[src/rtl/sm_pkg.sv]
package sm_pkg;
  localparam int SEL_W = 2;
  localparam int CNT_W = (1 << SEL_W) - 1;

  typedef struct packed {
    logic             cond_fall;
    logic             rst_mode;
    logic [SEL_W-1:0] div_sel;
    logic             wdt_flag;
    logic             cross_flag;
    logic             filt_off;
    logic             enable;
  } ctrl_t;

  localparam int CTRL_W = $bits(ctrl_t);

  // Last count value of the sample divider: 2**sel - 1.
  function automatic logic [CNT_W-1:0] div_last(input logic [SEL_W-1:0] sel);
    logic [CNT_W-1:0] v;
    v = '0;
    for (int i = 0; i < CNT_W; i++)
      if (i < int'(sel)) v[i] = 1'b1;
    return v;
  endfunction

  // Filter step: take the new sample only when it matches the previous one.
  function automatic logic filt_step(input logic held, input logic prev_s, input logic new_s);
    return (prev_s == new_s) ? new_s : held;
  endfunction

  // Interrupt qualification from the level edges.
  function automatic logic irq_hit(input logic bypass, input logic fall_sel,
                                   input logic up, input logic dn);
    if (bypass) return fall_sel ? dn : up;
    return up | dn;
  endfunction
endpackage

[src/rtl/sm_sync.sv]
module sm_sync #(
  parameter int W = 1,
  parameter logic [W-1:0] RST_VAL = '0
) (
  input  logic         clk,
  input  logic         rst_n,
  input  logic [W-1:0] d,
  output logic [W-1:0] q
);
  logic [W-1:0] meta;
  always_ff @(posedge clk or negedge rst_n) begin
    if (!rst_n) begin
      meta <= RST_VAL;
      q    <= RST_VAL;
    end else begin
      meta <= d;
      q    <= meta;
    end
  end
endmodule

[src/rtl/sm_sample_div.sv]
module sm_sample_div
  import sm_pkg::*;
(
  input  logic             clk,
  input  logic             rst_n,
  input  logic             osc_lvl,
  input  logic [SEL_W-1:0] div_sel,
  output logic             tick
);
  logic             osc_d;
  logic [CNT_W-1:0] cnt;
  logic             osc_rise;

  assign osc_rise = osc_lvl & ~osc_d;
  assign tick     = osc_rise && (cnt >= div_last(div_sel));

  always_ff @(posedge clk or negedge rst_n) begin
    if (!rst_n) begin
      osc_d <= 1'b0;
      cnt   <= '0;
    end else begin
      osc_d <= osc_lvl;
      if (osc_rise) cnt <= tick ? '0 : cnt + 1'b1;
    end
  end
endmodule

[src/rtl/sm_filter.sv]
module sm_filter
  import sm_pkg::*;
(
  input  logic clk,
  input  logic rst_n,
  input  logic tick,
  input  logic din,
  output logic lvl
);
  logic samp;
  always_ff @(posedge clk or negedge rst_n) begin
    if (!rst_n) begin
      samp <= 1'b1;
      lvl  <= 1'b1;
    end else if (tick) begin
      samp <= din;
      lvl  <= filt_step(lvl, samp, din);
    end
  end
endmodule

[src/rtl/supply_monitor_ctrl.sv]
module supply_monitor_ctrl
  import sm_pkg::*;
(
  input  logic       clk,
  input  logic       rst_n,
  input  logic       sys_rst,
  input  logic       wr_en,
  input  logic       wr_unlock,
  input  logic [7:0] wr_data,
  output logic [7:0] rd_data,
  input  logic       det_enable,
  input  logic       cmp_async,
  input  logic       osc_async,
  input  logic       wdt_detect,
  input  logic       in_stop,
  output logic       irq,
  output logic       rst_req,
  output logic       stop_wake
);
  ctrl_t cr, cr_nxt, wd;
  logic  cmp_s, osc_s, sample_tick, filt_lvl;
  logic  raw_d, filt_d;
  logic  up, dn, wr_ok, armed, irq_evt, rst_evt, wake_evt, cross_set;
  logic  wake_arm;

  sm_sync #(.W(2), .RST_VAL(2'b01)) u_sync (
    .clk(clk), .rst_n(rst_n), .d({osc_async, cmp_async}), .q({osc_s, cmp_s}));

  sm_sample_div u_div (
    .clk(clk), .rst_n(rst_n), .osc_lvl(osc_s), .div_sel(cr.div_sel), .tick(sample_tick));

  sm_filter u_filt (
    .clk(clk), .rst_n(rst_n), .tick(sample_tick), .din(cmp_s), .lvl(filt_lvl));

  assign wd      = ctrl_t'(wr_data);
  assign wr_ok   = wr_en & wr_unlock;
  assign up      = cr.filt_off ? (cmp_s & ~raw_d) : (filt_lvl & ~filt_d);
  assign dn      = cr.filt_off ? (~cmp_s & raw_d) : (~filt_lvl & filt_d);
  assign armed   = det_enable & cr.enable;
  assign irq_evt = armed & ~cr.rst_mode & irq_hit(cr.filt_off, cr.cond_fall, up, dn);
  assign rst_evt = armed & cr.rst_mode & dn;
  assign wake_evt  = in_stop & wake_arm & irq_evt;
  assign cross_set = det_enable & (up | dn);

  always_comb begin
    cr_nxt = cr;
    if (wr_ok) begin
      cr_nxt.enable    = wd.enable;
      cr_nxt.filt_off  = wd.filt_off;
      cr_nxt.div_sel   = wd.div_sel;
      cr_nxt.rst_mode  = wd.rst_mode;
      cr_nxt.cond_fall = wd.cond_fall;
      if (!wd.cross_flag) cr_nxt.cross_flag = 1'b0;
      if (!wd.wdt_flag)   cr_nxt.wdt_flag   = 1'b0;
    end
    if (sys_rst) begin
      cr_nxt.enable    = 1'b0;
      cr_nxt.filt_off  = 1'b0;
      cr_nxt.div_sel   = '0;
      cr_nxt.rst_mode  = 1'b0;
      cr_nxt.cond_fall = 1'b0;
    end
    if (cross_set)  cr_nxt.cross_flag = 1'b1;
    if (wdt_detect) cr_nxt.wdt_flag   = 1'b1;
  end

  always_ff @(posedge clk or negedge rst_n) begin
    if (!rst_n) begin
      cr        <= '0;
      raw_d     <= 1'b1;
      filt_d    <= 1'b1;
      wake_arm  <= 1'b0;
      irq       <= 1'b0;
      rst_req   <= 1'b0;
      stop_wake <= 1'b0;
    end else begin
      cr        <= cr_nxt;
      raw_d     <= cmp_s;
      filt_d    <= filt_lvl;
      irq       <= irq_evt;
      rst_req   <= rst_evt;
      stop_wake <= wake_evt;
      if (sys_rst)                            wake_arm <= 1'b0;
      else if (wr_ok && !wd.filt_off)         wake_arm <= 1'b0;
      else if (wr_ok && !cr.filt_off)         wake_arm <= 1'b1;
      else if (wake_evt)                      wake_arm <= 1'b0;
    end
  end

  assign rd_data = cr;
endmodule

[config.mk]
export PLATFORM = sky130hd
export DESIGN_NAME = supply_monitor_ctrl
export DESIGN_NICKNAME = d
export VERILOG_FILES = /design/src/rtl/sm_pkg.sv /design/src/rtl/sm_sync.sv /design/src/rtl/sm_sample_div.sv /design/src/rtl/sm_filter.sv /design/src/rtl/supply_monitor_ctrl.sv
export SDC_FILE = /design/constraint.sdc
export NUM_CORES = 1
export LEC_CHECK = 0
export BUFFER_PORTS_ARGS = -buffer_cell sky130_fd_sc_hd__buf_2
export CAP_MARGIN = 25
export CORE_ASPECT_RATIO = 0.75
export CORE_MARGIN = 3
export CORE_UTILIZATION = 45
export DETAILED_ROUTE_END_ITERATION = 7
export GPL_TIMING_DRIVEN = 1
export PLACE_DENSITY = 0.7
export SLEW_MARGIN = 20
export SYNTH_ARGS = -nofsm -noshare
export SYNTH_HDL_FRONTEND = slang
export SYNTH_HIERARCHICAL = 1
export SYNTH_SLANG_ARGS = --single-unit
[constraint.sdc]
create_clock -name clk -period 5.64 [get_ports clk]
set_clock_uncertainty 0.05 [all_clocks]
set_input_delay 0.282 -clock clk [delete_from_list [all_inputs] [get_ports clk]]
set_output_delay 0.282 -clock clk [all_outputs]
set_load 0.005 [all_outputs]
**After elaboration in Yosys (flattened, before gate mapping)**

Cells that the tools add are included.

- Logic and storage cells: 81
- Bits of input ports: 18
- Output and inout bits: 11
- Flip-flop bits (word level): 24

- Eq/ne operators: 3
- Bitwise logic cells: 21
- Magnitude comparators: 4
- Add/subtract/negate cells: 1
- Muxes and demuxes: 21
- Reduce and logical (&&, ||, !) cells: 12

Operator list:

| operator | number |
|---|---|
| two-way mux 1 bit | 17 |
| bitwise AND 1 bit | 14 |
| two-way mux 8 bit | 1 |
| NOT 1 bit | 6 |
| AND reduction 2 bit | 3 |
| nonzero test 2 bit | 3 |
| less-than comparator 1 x 2 -> 1 bit (first input constant) | 2 |
| two-way mux 4 bit | 1 |
| != test 2 x 1 -> 1 bit (second input constant) | 2 |
| nonzero test 4 bit | 1 |
| adder 3 x 1 -> 3 bit (second input constant) | 1 |
| >= comparator 3 bit | 1 |
| logical AND 1 bit | 3 |
| two-way mux 3 bit | 1 |
| zero test 1 bit | 2 |
| less-than comparator 2 bit (first input constant) | 1 |
| two-way mux 2 bit | 1 |
| equality test 1 bit | 1 |
| OR 1 bit | 1 |

**Longest topological paths before layout**

- Word-level depth: 12
- Depth in mapped cells: 7
- Depth with buffers taken out: 7

**Hierarchy**

Netlist, hierarchy kept.

Modules (own cells, without submodules):

| module | sequential area each (um^2) | cells an instance | area each (um^2) | times used |
|---|---|---|---|---|
| supply_monitor_ctrl | 352.8 | 62 | 613.1 | 1 |
| sm_sample_div | 100.1 | 29 | 295.3 | 1 |
| sm_sync | 102.6 | 4 | 102.6 | 1 |
| sm_filter | 52.6 | 6 | 86.3 | 1 |

**Worst setup path before layout**

OpenSTA, ideal clock, no wires.

- Kind: register to register
- Start: reg cr (netlist bit rd_data[4])
- End: reg u_filt.samp
- Arrival time: 1.695 ns
- Required time: 5.508 ns
- Library setup time: 0.082 ns
- Clock period less this slack: 1.827 ns
- Path slack: 3.813 ns
- Stages on the path, launching flop included: 7
- Path buffers: 0
- Cell sequence: dfrtp_1 or2_1 ha_1 nor2b_4 o21ai_4 nor2b_1 mux2_2

- Word-level cells in the longest chain between the ends: 4
- Elaborated cells between the ends (all ways): 8
- Classes of those cells: 4 x order compare; 3 x mux; 1 x reduce/logical

RTL lines:

| item | RTL line | source |
|---|---|---|
| start, declared | supply_monitor_ctrl.sv:20 | `ctrl_t cr, cr_nxt, wd;` |
| start signal, assigned | supply_monitor_ctrl.sv:77 | `cr <= cr_nxt;` |
| less-than comparator 1 x 2 -> 1 bit or less-than comparator 2 bit (tied branches) | sm_pkg.sv:22 | `if (i < int'(sel)) v[i] = 1'b1;` |
| two-way mux 1 bit | sm_pkg.sv:22 |  |
| >= comparator 3 bit * | sm_sample_div.sv:15 | `assign tick = osc_rise && (cnt >= div_last(div_sel));` |
| logical AND 1 bit * | sm_sample_div.sv:15 |  |
| net sample_tick | supply_monitor_ctrl.sv:21 | `logic cmp_s, osc_s, sample_tick, filt_lvl;` |
| end signal, assigned | sm_filter.sv:16 | `samp <= din;` |
| end, declared | sm_filter.sv:10 | `logic samp;` |

The timed path passes the listed nets; every way through them passes the cells marked *.
A chain may end at the register's enable or synchronous reset.

**Final worst setup path**

Ends and elaborated chain as after synthesis.

==> impl_metrics.csv <==
group,metric,value,unit
cells_and_area,fillCellCount,187,
clocking,clkSinkCount,24,
route,dr.pass1.iters,4,
critical_path,critPathTopFamily,"simple AND/OR/NAND/NOR gates",
route,drt_iter0_drc,10,
global_route,grt_pass1_wl,3680,um
clocking,root_buffer,"clkbuf_4",
timing,tightest_slew,528,ps
power,total_power,346,uW
power,p_leak,0.000634,uW
route,routed-wl-met3,95,um
synthesis,yosys_warnings,6,
timing,rsz0062_at_grt,"false",
cells_and_area,insertedDiodeCount,0,
place,dp_hpwl,1620,um
run_status,status,"finished clean",
critical_path,end_kind,"register",
critical_path,slowest_stage,"dfrtp_1",
timing,hold_viol,0,
critical_path,crit_chain,"or2_1, ha_1, nor2b_4, o21ai_4, nor2b_1, mux2_2",
global_route,grt_pass1_vias,814,
route,antenna_left,0,
cells_and_area,layout-drive-gt1-share,0.341,
timing,period_minus_slack,1900,ps
timing,finalSetupTns,0,ps
critical_path,worstPathMaxFanout,4,
route,routed.top_layer,"met4",
synthesis,synth_cells,101,
global_route,antenna_found_initial,0,
critical_path,start_kind,"register",
die,initial_core_util,0.509,
power,ir_worst_vdd,0.148,mV
global_route,gr-usage-all-layers,0.151,
route,post-route-drc-count,0,
place,gp_congestion,0.723,
clocking,clk_path_buf_depth,2,
critical_path,worstSetupPathType,"reg2reg",
route,wl_per_cell,12.4,um
cells_and_area,syn_to_final_growth,22.0,%
die,fp.dieArea,3070,um2
die,num_io_pins,29,
cells_and_area,nNetsFinal,158,
critical_path,required,5850,ps
global_route,overflow,0,
die,rows,14,
synthesis,yosysSeqAreaShare,0.554,
timing,report.final.slew_viol_count,0,
clocking,h-tree-depth,1,
timing,setup_viol,0,
route,drt-total-wl,2070,um
synthesis,avgSynthCellArea,10.9,um2
clocking,path_clk_slew,130,ps
clocking,tritoncts.num_buffers,3,
clocking,cts_tree,"yes",
synthesis,synthesis.nets,123,
timing,clock.fmax,0.526,GHz
global_route,grt_max_degree,25,
power,power.density,258,nW/um2
route,vias,836,
place,portBuffers,28,
die,core_area,2150,um2
die,die_y,48.8,um
route,viasPerCell,5.01,
critical_path,worst_path_largest_cell_delay,420,ps
route,wl_met1,1030,um
flow_run,maxCapViolCount,0,
synthesis,syn-cell-area,1100,um2
synthesis,synth.distinct_cells,33,
critical_path,worstPathArrival,2110,ps
clocking,post_cts_resize_count,0,
critical_path,crit_buf_inv,0,
synthesis,synth-seq-cells,24,
timing,fin_crit_sh,0.337,
clocking,clock_latency,310,ps
timing,max-slew-margin-rel,0.648,
route,met2_length,936,um
die,die_x,63.0,um
hold_path,hp-class,"in2reg",
## cells by family (layout without fill, tap and decap cells)
| logic type | Yosys count | after routing | synth area share |
|---|---|---|---|
| buf+inv | 10 | 44 | 0.0353 |
| xor+xnor | 2 | 2 | 0.0160 |
| flops | 24 | 24 | 0.554 |
| simple gates | 37 | 37 | 0.187 |
| mux | 2 | 2 | 0.0205 |
| fa+ha+maj | 4 | 4 | 0.0456 |
| compound gates | 22 | 22 | 0.141 |
## cell usage in the layout (no fill, tap or decap), types with 2 or more instances in the layout
cell type	synthesis	routed
a21oi_1	7	7
buf_2	1	28
clkbuf_4	0	3
dfrtp_1	18	18
dfstp_2	6	6
dlygate4sd3_1	0	3
ha_1	4	4
inv_1	9	9
mux2_2	2	2
nand2_1	20	20
nand2b_1	3	3
nor3_1	2	2
nor3b_1	3	3
o21ai_0	3	3
o21ai_1	2	2
xnor2_1	2	2
## path summary, 6_finish.rpt
path,startpoint,cells past startpoint,to,slack (ps)
min reg2reg,u_sync/meta[0],0,u_sync/q[0],320
max,rd_data[4],6,u_filt/samp,3740
min,wdt_detect,2,rd_data[3],110
max in group asynchronous,rst_n,2,u_sync/q[0],4750
min in group asynchronous,rst_n,2,u_div/cnt[0],400
max reg2reg,rd_data[4],6,u_filt/samp,3740
## report_power, final
part	internal, uW	total, uW	switching [uW]
combinational	29.0	56.4	27.4
sequential	189	200	11.1
clock	39.4	89.2	49.7
## synth_stat cells
library cell   n  area [um2]
dfstp_2        6         158
a221oi_1       1        8.76
a211o_1        1        8.76
o21ai_0        3        15.0
mux2_2         2        22.5
o31ai_2        1        12.5
nor2b_4        1        13.8
and4bb_1       1        12.5
a21oi_2        1        8.76
nand2_1       20        75.1
nor3_1         2        10.0
a31oi_1        1        6.26
ha_1           4        50.1
or2_1          1        6.26
inv_1          9        33.8
o21ai_4        1        16.3
xnor2_1        2        17.5
a22o_1         1        8.76
buf_2          1        5.00
nor2b_1        1        6.26
and2_1         1        6.26
and3b_1        1        8.76
nand2b_1       3        18.8
nor3b_1        3        22.5
o21ai_1        2        10.0
a21oi_1        7        35.0
a21o_1         1        7.51
nand2b_4       1        13.8
dfrtp_1       18         450
nor2_1         1        3.75
nand3b_1       1        7.51
o31a_1         1        8.76
a31o_2         1        8.76
## final cells by class
class	count	area, um2	area share
clock buffers	4	36.3	0.0271
inverters	9	33.8	0.0252
multi-input cells	67	450	0.336
flip-flops and latches	24	608	0.454
well taps	32	40.0	0.0299
repair buffers	31	170	0.127
## registers in the layout, summed over array words and instances, names as in the netlist
signal,count
wake_arm,1
u_filt/samp,1
u_sync/meta,2
filt_d,1
irq,1
u_filt/lvl,1
rd_data,8
u_div/cnt,3
u_sync/q,2
u_div/osc_d,1
stop_wake,1
rst_req,1
raw_d,1
## through the flow
stage	utilization	hold WS, ps	area [um2]	cells	setup slack (ps)
floorplan	-	-63.6	1100	101	3810
global placement	0.591	236	1270	160	3790
detailed placement	0.591	243	1270	160	3750
CTS	0.617	8.65	1330	166	3730
global route	0.621	101	1340	167	3640
finish	0.621	105	1340	167	3740
## routing by layer
layer	track usage	up-vias
met5	0	-
met4	0.0440	0
met3	0.0417	2
met2	0.229	20
met1	0.211	401
li1	-	413
## repair_timing
action / 4_1_cts / 5_1_grt
hold buffers: 2 / 1
setup endpoints to repair: 0 / 0
endpoints found under the hold margin: 19 / 1
setup buffers: 0 / 0
Power figures use the tool's default switching activity.
